<file path="src/rtl/rsdiv_pkg.sv">
package rsdiv_pkg;

    typedef enum logic [1:0] {
        PH_IDLE = 2'd0,
        PH_RUN  = 2'd1,
        PH_FIN  = 2'd2
    } phase_e;

endpackage

</file>
<file path="src/rtl/rsdiv_step.sv">
// One restoring iteration: trial subtraction, keep or restore, shift left.
module rsdiv_step #(
    parameter int W = 32
) (
    input  logic         ext_i,
    input  logic [W-1:0] left_i,
    input  logic [W-1:0] right_i,
    input  logic [W-1:0] dvs_i,
    output logic         ext_o,
    output logic [W-1:0] left_o,
    output logic [W-1:0] right_o
);
    localparam int DW = W + 2;

    logic [DW-1:0] diff;
    logic          neg;
    logic [W-1:0]  kept;

    always_comb begin
        diff = {1'b0, ext_i, left_i} - {2'b00, dvs_i};
        // Borrow marks a failed trial. The partial value is below twice the
        // divisor, so a kept difference always fits in W bits.
        neg  = diff[DW-1] | diff[DW-2];
        kept = neg ? left_i : diff[W-1:0];
        ext_o   = kept[W-1];
        left_o  = {kept[W-2:0], right_i[W-1]};
        right_o = {right_i[W-2:0], ~neg};
    end

endmodule

</file>
<file path="src/rtl/rsdiv_counter.sv">
// Iteration counter: cleared at load, advanced once per iteration.
module rsdiv_counter #(
    parameter int STEPS = 32
) (
    input  logic clk_i,
    input  logic rst_ni,
    input  logic clear_i,
    input  logic adv_i,
    output logic last_o
);
    localparam int CW = (STEPS > 1) ? $clog2(STEPS) : 1;
    localparam logic [CW-1:0] LAST_V = CW'(STEPS - 1);

    logic [CW-1:0] cnt_d, cnt_q;

    always_comb begin
        cnt_d = cnt_q;
        if (clear_i) begin
            cnt_d = '0;
        end else if (adv_i) begin
            cnt_d = cnt_q + CW'(1);
        end
    end

    always_ff @(posedge clk_i or negedge rst_ni) begin
        if (!rst_ni) begin
            cnt_q <= '0;
        end else begin
            cnt_q <= cnt_d;
        end
    end

    assign last_o = (cnt_q == LAST_V);

endmodule

</file>
<file path="src/rtl/rsdiv_top.sv">
module rsdiv_top #(
    parameter int W = 32
) (
    input  logic         clk_i,
    input  logic         rst_ni,
    input  logic         start_i,
    input  logic [W-1:0] dividend_i,
    input  logic [W-1:0] divisor_i,
    output logic         busy_o,
    output logic         done_o,
    output logic [W-1:0] quotient_o,
    output logic [W-1:0] remainder_o,
    output logic         div_zero_o
);
    import rsdiv_pkg::*;

    typedef struct packed {
        phase_e       phase;
        logic         zero;
        logic         ext;
        logic [W-1:0] left;
        logic [W-1:0] right;
        logic [W-1:0] dvs;
        logic [W-1:0] quo;
        logic [W-1:0] rem;
        logic         dbz;
        logic         done;
    } div_st_t;

    div_st_t st_d, st_q;

    logic         clr_cnt, adv_cnt, last_step;
    logic         step_ext;
    logic [W-1:0] step_left, step_right;
    logic [W-1:0] dvs_q;

    assign dvs_q = st_q.dvs;

    rsdiv_step #(.W(W)) step_i (
        .ext_i   (st_q.ext),
        .left_i  (st_q.left),
        .right_i (st_q.right),
        .dvs_i   (dvs_q),
        .ext_o   (step_ext),
        .left_o  (step_left),
        .right_o (step_right)
    );

    rsdiv_counter #(.STEPS(W)) cnt_i (
        .clk_i   (clk_i),
        .rst_ni  (rst_ni),
        .clear_i (clr_cnt),
        .adv_i   (adv_cnt),
        .last_o  (last_step)
    );

    always_comb begin
        st_d      = st_q;
        st_d.done = 1'b0;
        clr_cnt   = 1'b0;
        adv_cnt   = 1'b0;
        unique case (st_q.phase)
            PH_IDLE: begin
                if (start_i) begin
                    clr_cnt  = 1'b1;
                    st_d.dvs = divisor_i;
                    st_d.ext = 1'b0;
                    if (divisor_i == '0) begin
                        st_d.zero  = 1'b1;
                        st_d.left  = dividend_i;
                        st_d.right = '1;
                        st_d.phase = PH_FIN;
                    end else begin
                        // load with the initial one-place left shift applied
                        st_d.zero  = 1'b0;
                        st_d.left  = {{(W-1){1'b0}}, dividend_i[W-1]};
                        st_d.right = {dividend_i[W-2:0], 1'b0};
                        st_d.phase = PH_RUN;
                    end
                end
            end
            PH_RUN: begin
                adv_cnt    = 1'b1;
                st_d.ext   = step_ext;
                st_d.left  = step_left;
                st_d.right = step_right;
                if (last_step) begin
                    st_d.phase = PH_FIN;
                end
            end
            PH_FIN: begin
                st_d.phase = PH_IDLE;
                st_d.done  = 1'b1;
                st_d.dbz   = st_q.zero;
                st_d.quo   = st_q.right;
                // undo the extra shift of the upper half
                st_d.rem   = st_q.zero ? st_q.left : {st_q.ext, st_q.left[W-1:1]};
            end
            default: begin
                st_d.phase = PH_IDLE;
            end
        endcase
    end

    always_ff @(posedge clk_i or negedge rst_ni) begin
        if (!rst_ni) begin
            st_q <= '{phase: PH_IDLE, default: '0};
        end else begin
            st_q <= st_d;
        end
    end

    assign busy_o      = (st_q.phase != PH_IDLE);
    assign done_o      = st_q.done;
    assign quotient_o  = st_q.quo;
    assign remainder_o = st_q.rem;
    assign div_zero_o  = st_q.dbz;

endmodule

</file>
<file path="config.mk">
export PLATFORM = sky130hd
export DESIGN_NAME = rsdiv_top
export DESIGN_NICKNAME = d
export VERILOG_FILES = /design/src/rtl/rsdiv_pkg.sv /design/src/rtl/rsdiv_step.sv /design/src/rtl/rsdiv_counter.sv /design/src/rtl/rsdiv_top.sv
export SDC_FILE = /design/constraint.sdc
export NUM_CORES = 1
export LEC_CHECK = 0
export ABC_AREA = 1
export CORE_MARGIN = 8
export CORE_UTILIZATION = 52
export CTS_BUF_LIST = sky130_fd_sc_hd__clkbuf_4
export CTS_CLUSTER_SIZE = 10
export DETAILED_ROUTE_END_ITERATION = 10
export DONT_BUFFER_PORTS = 1
export GPL_TIMING_DRIVEN = 1
export PLACE_DENSITY_LB_ADDON = 0.1
export SKIP_CTS_REPAIR_TIMING = 1
export SYNTH_ARGS = -nofsm -noshare
export SYNTH_HDL_FRONTEND = slang
export SYNTH_HIERARCHICAL = 1
export SYNTH_SLANG_ARGS = --single-unit
</file>
<file path="constraint.sdc">
create_clock -name clk_i -period 7.5 [get_ports clk_i]
set_input_delay 1.125 -clock clk_i [delete_from_list [all_inputs] [get_ports clk_i]]
set_output_delay 1.125 -clock clk_i [all_outputs]
set_load 0.02 [all_outputs]
</file>
==> flow_summary.toml, run 1 <==
[outcome]
status = "completed"

[sta]
rsz0062_at_grt = "no"
worst_slack_ns = 4.45
drv_slew = 0
finalHoldViolCount = 0
fin_tns_setup_ns = 0
fin_crit_ns = 3.05
fmax_mhz = 327
maxSlewHeadroom_pct = 40.8
worst_slew_pin_slew_ns = 0.886
fin_crit_sh_pct = 40.7
setup_viol = 0
fin_worst_skew_ns = 0.0275

[logic_synthesis]
synth_area_leaders = "dfrtp_1 (38%), nand2_1 (16%), buf_4 (6.5%)"
yosysUniqueCellTypes = 40
ys.flop_type = "dfrtp_1"
synth_common_cells = "nand2_1 (476), inv_1 (193), dfrtp_1 (171)"
yosysTopAreaCell = "dfrtp_1"
synth_async_sr_flop_share_pct = 100
syn_area_um2 = 11400
synth.top_cell.area_share_pct = 37.6
syn_avg_cell_area_um2 = 7.35
synth_edf_count = 0
synth_nets = 1651
synth_most_common_cell = "nand2_1"
ys_seq_area_share_pct = 37.6
yosysWarnings = 6
ys_ff_latch = 171
syn_inst = 1549

[routing]
initialDrtViolationCount = 757
drtAntennaViolNets = 0
first_pass_iters = 5
drc = 0
routed_via_density = 5.34
num_vias = 9144
wire_per_inst_um = 17.9
wl_um = 30700

[clocking]
cts_sinks = 171
cts_tree = "built"
clk_pin_slew_ns = 0.17
cts_root_buf = "clkbuf_4"
cts.path.max_buffers = 2
clock_latency_ns = 0.59
ctsHtreeMaxLevel = 4
tritoncts.num_buffers = 17

[global_route]
grt_max_degree = 172
grt_overflow = 0
use_met3_pct = 3.96
grt_usage_pct = 23.1
grt_pass1_wl_um = 48400
antenna_found_initial = 1
use_met1_pct = 29.3
grt_pass1_vias = 8988
grt.busiest_layer = "met2"
met2_usage_pct = 39.6

[die]
ioPinCount = 134
dieArea_um2 = 26900
fp-row-count = 54
start_util_pct = 52.5
die_y_um = 164
fp.coreArea_um2 = 21700
die_w_um = 164

[worst_hold_path]
hp-class = "input port to asynchronous set/reset pin"

[finish]
drive_above_1_share_pct = 8.04
fin_nets = 1520
final_cell_area_um2 = 11000
syn_to_final_growth_pct = -3.69

[placed_design]
dpl_cell_area_um2 = 10700
gp_congestion = 0.963
port-buffer-count = 0
dp_hpwl_um = 22300
dp_worst_setup_slack_ns = 4.38

[pwr]
power_density_nw_per_um2 = 502
combPwrFrac_pct = 60.0
finalPower_mw = 5.50
clock_power_share_pct = 9.8
switchingPower_mw = 2.91
power_leakage_nw = 5.80
peakVddDrop_mv = 0.167
pwr-share-seq_pct = 30.2
p_int_mw = 2.59
switching_share_pct = 52.9

[setup_path]
end_kind = "register"
crit_path_frequent_cell = "nand2_1"
crit_path_start = "st_q[130]"
max_stage_delay_ns = 0.45
rrSetupSlack_ns = 4.45
path_cells = "inv_1 > ha_1 > inv_1 > fa_1 > nand2_1 > nand2_1 > nand3_1 > nand2_1 > nand2_1 > nand2_2 > nand2_2 > nand2_1 > nand2_2 > nand2_2 > nor2_4 > nand2_1 > nand2_1 > a22oi_2 > o21ai_1"
critPathCapture = "st_q[158]"
crit_arrival_ns = 3.56
cp_max_fo = 22
crit_slowest_cell = "dfrtp_1"
r2r_start = "st_q[130]"
worstPathRequired_ns = 8.00
rr_endpoint = "st_q[158]"
r2r_cells = 19
path_class = "register to register"
worstSetupStartpointType = "register"

[run]
maxCapViolCount = 0
[state kept, by name, summed over array words and instances (netlist names)]
register	count
st_q	68
quotient_o	32
div_zero_o	1
done_o	1
dvs_q	32
cnt_i/cnt_q	5
remainder_o	32
[layout by cell type (no fill, tap or decap), types with 5 or more instances in the layout]
master / Yosys / layout
dfrtp_1: 171 / 171
xor2_1: 15 / 15
nand3_1: 36 / 36
nor2_2: 6 / 6
inv_8: 0 / 5
clkbuf_4: 0 / 17
inv_1: 193 / 193
inv_2: 5 / 5
nand4_1: 21 / 21
a22oi_1: 23 / 23
buf_4: 99 / 5
o21bai_1: 6 / 6
or2_2: 5 / 5
nor2_4: 5 / 5
o21ai_0: 120 / 120
a22oi_2: 40 / 40
nor2_1: 109 / 109
o21ai_1: 41 / 41
nand2_1: 476 / 476
a21oi_1: 52 / 52
nand2_2: 9 / 9
ha_1: 34 / 34
[power by group through the flow]
| stage | registers, mW | clock network (mW) | logic (mW) |
|---|---|---|---|
| floorplan | 1.46 | 0 | 2.94 |
| global placement | 1.68 | 0 | 3.22 |
| detailed placement | 1.68 | 0 | 3.26 |
| CTS | 1.66 | 0.561 | 3.27 |
| global route | 1.70 | 0.589 | 3.73 |
| finish | 1.66 | 0.539 | 3.30 |
[how the worst min path moves through the flow]
stage / from / end
after CTS: rst_ni / quotient_o[8]
after global routing: rst_ni / cnt_i/cnt_q[0]
after detailed placement: dvs_q[11] / dvs_q[11]
final: rst_ni / dvs_q[5]
after global placement: cnt_i/cnt_q[4] / cnt_i/cnt_q[4]
after floorplan: quotient_o[0] / quotient_o[0]
[per-stage QoR]
stage	utilization, %	hold slack [ns]	instances
3_3_place_gp	49.2	0.465	1679
5_1_grt	50.6	0.139	1711
6_report	50.6	0.207	1711
3_5_place_dp	49.2	0.465	1679
4_1_cts	50.5	0.165	1710
2_1_floorplan	-	0.443	1549
[critical path, delay by kind of cell (launching register included)]
kind	cells	cell delay [ns]
DFF	1	0.45
buffers and inverters	2	0.15
adders and majority gates	2	0.54
and+or+nand+nor	13	1.65
AOI/OAI and AO/OA	2	0.17
[routing by layer]
metal  routed length, um  vias up
met2               15000      253
met3                1790       33
met4                 538        0
met5                   0        -
met1               13300     4295
li1                    -     4563
[logic make-up after synthesis]
| family | after synthesis | share of synthesized area, % |
|---|---|---|
| buffers and inverters | 354 | 16.2 |
| AND/OR/NAND/NOR | 683 | 24.9 |
| adder cells (fa/ha/maj) | 35 | 3.91 |
| XOR/XNOR | 16 | 1.23 |
| AO/OA/AOI/OAI | 290 | 16.2 |
| flip-flops | 171 | 37.6 |
[cell type report]
class	count	area (um^2)
multi-input combinational	1024	5270
clock buffer	17	128
fill	2201	10700
clock inverter	14	155
tap	280	350
sequential	171	4280
inverter	199	747
antenna	1	2.50
timing repair buffer	5	37.5
(Power assumes the default switching activity.)
==> run 2, diff against run 1 <==
--- a/config.mk
+++ b/config.mk
@@ -5,7 +5,7 @@
 export SDC_FILE = /design/constraint.sdc
 export NUM_CORES = 1
 export LEC_CHECK = 0
-export ABC_AREA = 1
+export ABC_AREA = 0
 export CORE_MARGIN = 8
 export CORE_UTILIZATION = 52
 export CTS_BUF_LIST = sky130_fd_sc_hd__clkbuf_4
==> constraint.sdc (replaced) <==
create_clock -name clk_i -period 3.05 [get_ports clk_i]
set_input_delay 0.4575 -clock clk_i [delete_from_list [all_inputs] [get_ports clk_i]]
set_output_delay 0.4575 -clock clk_i [all_outputs]
set_load 0.02 [all_outputs]
==> flow_summary.toml, run 2 <==
[outcome]
status = "finished with violations"
violations = "hold timing, setup timing"

[routing]
wire_per_inst_um = 19.0
drtAntennaViolNets = 0
first_pass_iters = 5
num_vias = 8233
drc = 0
routed_via_density = 5.61
initialDrtViolationCount = 594
wl_um = 27900

[logic_synthesis]
syn_inst = 1166
ys_seq_area_share_pct = 40.5
yosysUniqueCellTypes = 71
synth_most_common_cell = "nand2_1"
ys_ff_latch = 171
yosysWarnings = 6
synth_nets = 1268
synth.top_cell.area_share_pct = 40.5
yosysTopAreaCell = "dfrtp_1"
syn_area_um2 = 10600
ys.flop_type = "dfrtp_1"
syn_avg_cell_area_um2 = 9.06
synth_async_sr_flop_share_pct = 100
synth_common_cells = "nand2_1 (256), dfrtp_1 (171), buf_4 (96)"
synth_area_leaders = "dfrtp_1 (40%), nand2_1 (9.1%), buf_4 (6.8%)"
synth_edf_count = 0

[sta]
drv_slew = 0
fin_tns_setup_ns = -3.31
fmax_mhz = 310
setup_viol = 32
rsz0062_at_grt = "yes"
fin_worst_skew_ns = 0.0224
worst_slew_pin_slew_ns = 0.664
fin_crit_ns = 3.23
worst_slack_ns = -0.175
hold_slack_ns = -0.456
fin_crit_sh_pct = 106
finalHoldViolCount = 171
maxSlewHeadroom_pct = 55.7

[setup_path]
rrSetupSlack_ns = -0.18
crit_path_start = "st_q[145]"
worstSetupStartpointType = "register"
end_kind = "register"
r2r_start = "st_q[145]"
rr_endpoint = "st_q[151]"
r2r_cells = 12
cp_max_fo = 8
crit_arrival_ns = 3.70
critPathCapture = "st_q[151]"
worstPathRequired_ns = 3.52
path_class = "register to register"

[pwr]
peakVddDrop_mv = 0.603
power_leakage_nw = 5.65
power_density_nw_per_um2 = 1370

[finish]
final_cell_mix = "nand2_1 (254), dfrtp_1 (170), buf_4 (98), dlygate4sd3_1 (60), nor2_1 (56)"
final_cell_area_um2 = 11800
final_common_cell = "nand2_1"
drive_above_1_share_pct = 18.0
instances_no_fill = 1468
fin_nets = 1287
largest_reg_flops = 68
top_register = "st_q"
syn_to_final_growth_pct = 11.3

[placed_design]
placedCellCount = 1365
dpl_cell_area_um2 = 10600
dp_worst_setup_slack_ns = -0.120
gp_congestion = 0.903
dp_hpwl_um = 19900
port-buffer-count = 0

[die]
dieArea_um2 = 25100
die_y_um = 159
die_w_um = 159
fp.coreArea_um2 = 20100
fp-row-count = 52
ioPinCount = 134
start_util_pct = 52.6

[global_route]
grt_max_degree = 172
grt_pass1_wl_um = 42400
antenna_found_initial = 1
grt_usage_pct = 21.7
grt_pass1_vias = 7643
grt_overflow = 0

[run]
maxCapViolCount = 0

[clocking]
clock_latency_ns = 0.58
cts_sinks = 171
cts.path.max_buffers = 2
cts_root_buf = "clkbuf_4"
cts_tree = "built"
ctsHtreeMaxLevel = 4
tritoncts.num_buffers = 17
clk_pin_slew_ns = 0.17

[worst_hold_path]
hp-class = "input port to asynchronous set/reset pin"
[run 2: cell count changes in the layout (fill, tap and decap cells not counted), sizes merged, moves of 19 or more]
| cell | previous run | this run |
|---|---|---|
| nand2 | 488 | 256 |
| nand3 | 40 | 9 |
| o21ai | 161 | 49 |
| mux2 | 0 | 32 |
| a31oi | 0 | 39 |
| dlygate4sd3 | 0 | 60 |
| nor2 | 120 | 57 |
| buf | 5 | 103 |
| mux2i | 0 | 36 |
| a22oi | 63 | 31 |
| inv | 204 | 49 |
| xnor2 | 1 | 20 |
| a221o | 0 | 32 |
| and3 | 1 | 39 |
[run 2: worst min path at each step]
stage                                end  slack [ns]   start
final                           dvs_q[5]       -0.46  rst_ni
after global routing            dvs_q[6]       -0.51  rst_ni
after CTS                       dvs_q[5]       -0.50  rst_ni
after detailed placement        dvs_q[5]        0.17  rst_ni
after global placement          dvs_q[5]        0.17  rst_ni
after floorplan           cnt_i/cnt_q[0]        0.16  rst_ni
[run 2: kinds of logic after synthesis]
logic type      synth area share (%)
mux                             7.97
fa+ha+maj                       4.22
xor+xnor                        2.24
compound gates                  15.9
buf+inv                         11.5
flops                           40.5
simple gates                    17.6
[run 2: final cells by class]
cell class	instances	area, um^2
clock inverter	14	160
tap	270	338
timing repair buffer	165	1480
antenna	1	2.50
multi-input combinational	785	5200
fill	1777	8340
clock buffer	17	128
sequential	171	4280
inverter	45	169
[run 2: layer usage]
metal	vias up	GRT usage [%]	share of wire, %
li1	4000	-	-
met1	3940	32.6	47
met4	0	6.38	1.5
met2	265	30.8	44
met5	-	0	0
met3	28	4.07	7.1
[run 2: through the flow]
stage / total power, mW / util [%] / hold slack [ns]
2_1_floorplan: 11.5 / - / 0.162
3_3_place_gp: 13.9 / 52.9 / 0.170
3_5_place_dp: 14.1 / 52.9 / 0.170
4_1_cts: 15.4 / 54.3 / -0.503
5_1_grt: 17.3 / 58.5 / -0.509
6_report: 16.1 / 58.5 / -0.456
[run 2: where the power goes]
group | internal [mW] | leakage [nW] | switching [mW] | total (mW)
clock network | 0.374 | 0.154 | 0.960 | 1.33
logic | 5.80 | 3.32 | 4.98 | 10.8
registers | 3.14 | 2.17 | 0.879 | 4.02
[run 2: worst max-delay path, stage by stage, from the launching register on]
cell       delay (ns)
dfrtp_1          0.47
ha_1             0.38
nand2_1          0.09
o21ai_1          0.24
a32oi_1          0.12
a31oi_1          0.26
o21ai_2          0.10
a31oi_4          0.20
mux2i_4          0.32
buf_12           0.16
clkbuf_16        0.16
mux2_4           0.30
a221o_1          0.34
==> run 3, diff against run 2 <==
--- a/config.mk
+++ b/config.mk
@@ -14,7 +14,7 @@
 export DONT_BUFFER_PORTS = 1
 export GPL_TIMING_DRIVEN = 1
 export PLACE_DENSITY_LB_ADDON = 0.1
-export SKIP_CTS_REPAIR_TIMING = 1
+export RECOVER_POWER = 50
 export SYNTH_ARGS = -nofsm -noshare
 export SYNTH_HDL_FRONTEND = slang
 export SYNTH_HIERARCHICAL = 1
==> constraint.sdc (replaced) <==
create_clock -name clk_i -period 2.8 [get_ports clk_i]
set_input_delay 0.42 -clock clk_i [delete_from_list [all_inputs] [get_ports clk_i]]
set_output_delay 0.42 -clock clk_i [all_outputs]
set_load 0.02 [all_outputs]
==> flow_summary.toml, run 3 (synthesis gave the netlist of run 2 again) <==
[placed_design]
port-buffer-count = 0
gp_congestion = 0.923
dpl_cell_area_um2 = 11000
dp_hpwl_um = 20800
dp_worst_setup_slack_ns = -0.436

[finish]
top_register = "st_q"
final_cell_mix = "nand2_1 (254), dfrtp_1 (170), buf_4 (152), dlygate4sd3_1 (61), nor2_1 (56)"
drive_above_1_share_pct = 21.5
fin_nets = 1344
final_cell_area_um2 = 12300
largest_reg_flops = 68
final_common_cell = "nand2_1"
syn_to_final_growth_pct = 16.0

[global_route]
grt_usage_pct = 23.4
grt_max_degree = 172
grt_pass1_wl_um = 45600
grt_overflow = 0
grt_pass1_vias = 8477
antenna_found_initial = 1

[routing]
initialDrtViolationCount = 712
routed_via_density = 5.54
met3WireLength_um = 2080
wl_met1_um = 13800
num_vias = 8448
top_layer = "met4"
wl_met2_um = 12500
drtAntennaViolNets = 0
wire_per_inst_um = 18.9
drc = 0
first_pass_iters = 6
wl_um = 28900

[sta]
finalHoldViolCount = 171
rsz0062_at_grt = "yes"
drv_slew = 0
fin_crit_ns = 3.19
fin_crit_sh_pct = 114
fmax_mhz = 313
maxSlewHeadroom_pct = 16.7
setup_viol = 33
worst_slack_ns = -0.395
fin_worst_skew_ns = 0.0294
hold_slack_ns = -0.481
worst_slew_pin_slew_ns = 1.25

[clocking]
tritoncts.num_buffers = 17
cts_sinks = 171
cts.path.max_buffers = 2
hold_buffers = 61
cts_tree = "built"
clock_latency_ns = 0.58
cts_root_buf = "clkbuf_4"
ctsHtreeMaxLevel = 4
clk_pin_slew_ns = 0.17

[pwr]
pwr-share-seq_pct = 23.1
switching_share_pct = 41.0
p_int_mw = 11.1
switchingPower_mw = 7.74
clock_power_share_pct = 8.5
combPwrFrac_pct = 68.4
power_density_nw_per_um2 = 1540
peakVddDrop_mv = 0.635
power_leakage_nw = 5.94

[setup_path]
rrSetupSlack_ns = -0.39
crit_arrival_ns = 3.65
r2r_cells = 12
end_kind = "register"
rr_endpoint = "st_q[146]"
cp_max_fo = 6
r2r_start = "st_q[148]"
worstSetupStartpointType = "register"
worstPathRequired_ns = 3.26
path_class = "register to register"

[outcome]
violations = "hold timing, setup timing"
status = "finished with violations"

[die]
fp-row-count = 52
fp.coreArea_um2 = 20100
dieArea_um2 = 25100
ioPinCount = 134
die_w_um = 159
die_y_um = 159
start_util_pct = 52.6

[worst_hold_path]
hp-class = "input port to asynchronous set/reset pin"

[run]
maxCapViolCount = 0
-- run 3: repair_timing --
item	in CTS	in global routing
endpoints found under the hold margin	232	171
setup endpoints to repair	32	33
cloned	1	2
gates resized for setup	16	14
pin swaps	7	12
setup buffers	4	6
-- run 3: worst max-delay path by stage --
stage	from	to	slack, ns	cells past startpoint
6_report	st_q[148]	st_q[146]	-0.39	12
5_1_grt	st_q[130]	st_q[133]	-0.49	15
4_1_cts	st_q[130]	st_q[133]	-0.36	15
3_5_place_dp	st_q[145]	st_q[154]	-0.44	11
3_3_place_gp	st_q[154]	st_q[161]	-0.38	12
2_1_floorplan	st_q[130]	st_q[134]	-0.22	14
-- run 3: power groups by stage --
stage / clock network (mW) / registers, mW / logic [mW]
after floorplan: 0 / 4.00 / 8.55
after global placement: 0 / 4.37 / 11.6
after detailed placement: 0 / 4.37 / 11.7
after CTS: 1.64 / 4.34 / 12.3
after global routing: 1.74 / 4.46 / 14.0
final: 1.60 / 4.35 / 12.9
-- run 3: final cells by class --
class                           count  area [um^2]
Fill cell                        1746         7850
Multi-Input combinational cell    785         5230
Sequential cell                   171         4280
Timing Repair Buffer              222         1920
Tap cell                          270          338
Clock inverter                     14          181
Inverter                           45          169
Clock buffer                       18          135
Antenna cell                        1         2.50
-- run 3: metrics by stage --
step	setup TNS (ns)	hold slack, ns	utilization (%)	cells	total power, mW
2_1_floorplan	-6.11	0.124	-	1166	12.6
3_3_place_gp	-10.02	0.133	54.9	1419	15.9
3_5_place_dp	-12.29	0.132	54.9	1419	16.1
4_1_cts	-10.22	-0.523	60.3	1517	18.3
5_1_grt	-19.77	-0.547	61.0	1526	20.2
6_report	-11.52	-0.481	61.0	1526	18.9
-- run 3: metal layers --
layer  up-vias  track usage (%)
li1       4117                -
met1      4062             33.2
met2       243             34.8
met3        26             5.86
met4         0             6.20
met5         -                0
-- run 3: critical path: stages, from the launching register on --
cell and delay, ns:
dfrtp_1 0.47, ha_1 0.39, nand2_1 0.09, o21ai_1 0.16, a32oi_1 0.17, a31oi_1 0.27
o21ai_2 0.11, a31oi_4 0.20, mux2i_4 0.27, buf_12 0.17, clkbuf_16 0.16, mux2_4 0.29
a221o_1 0.32
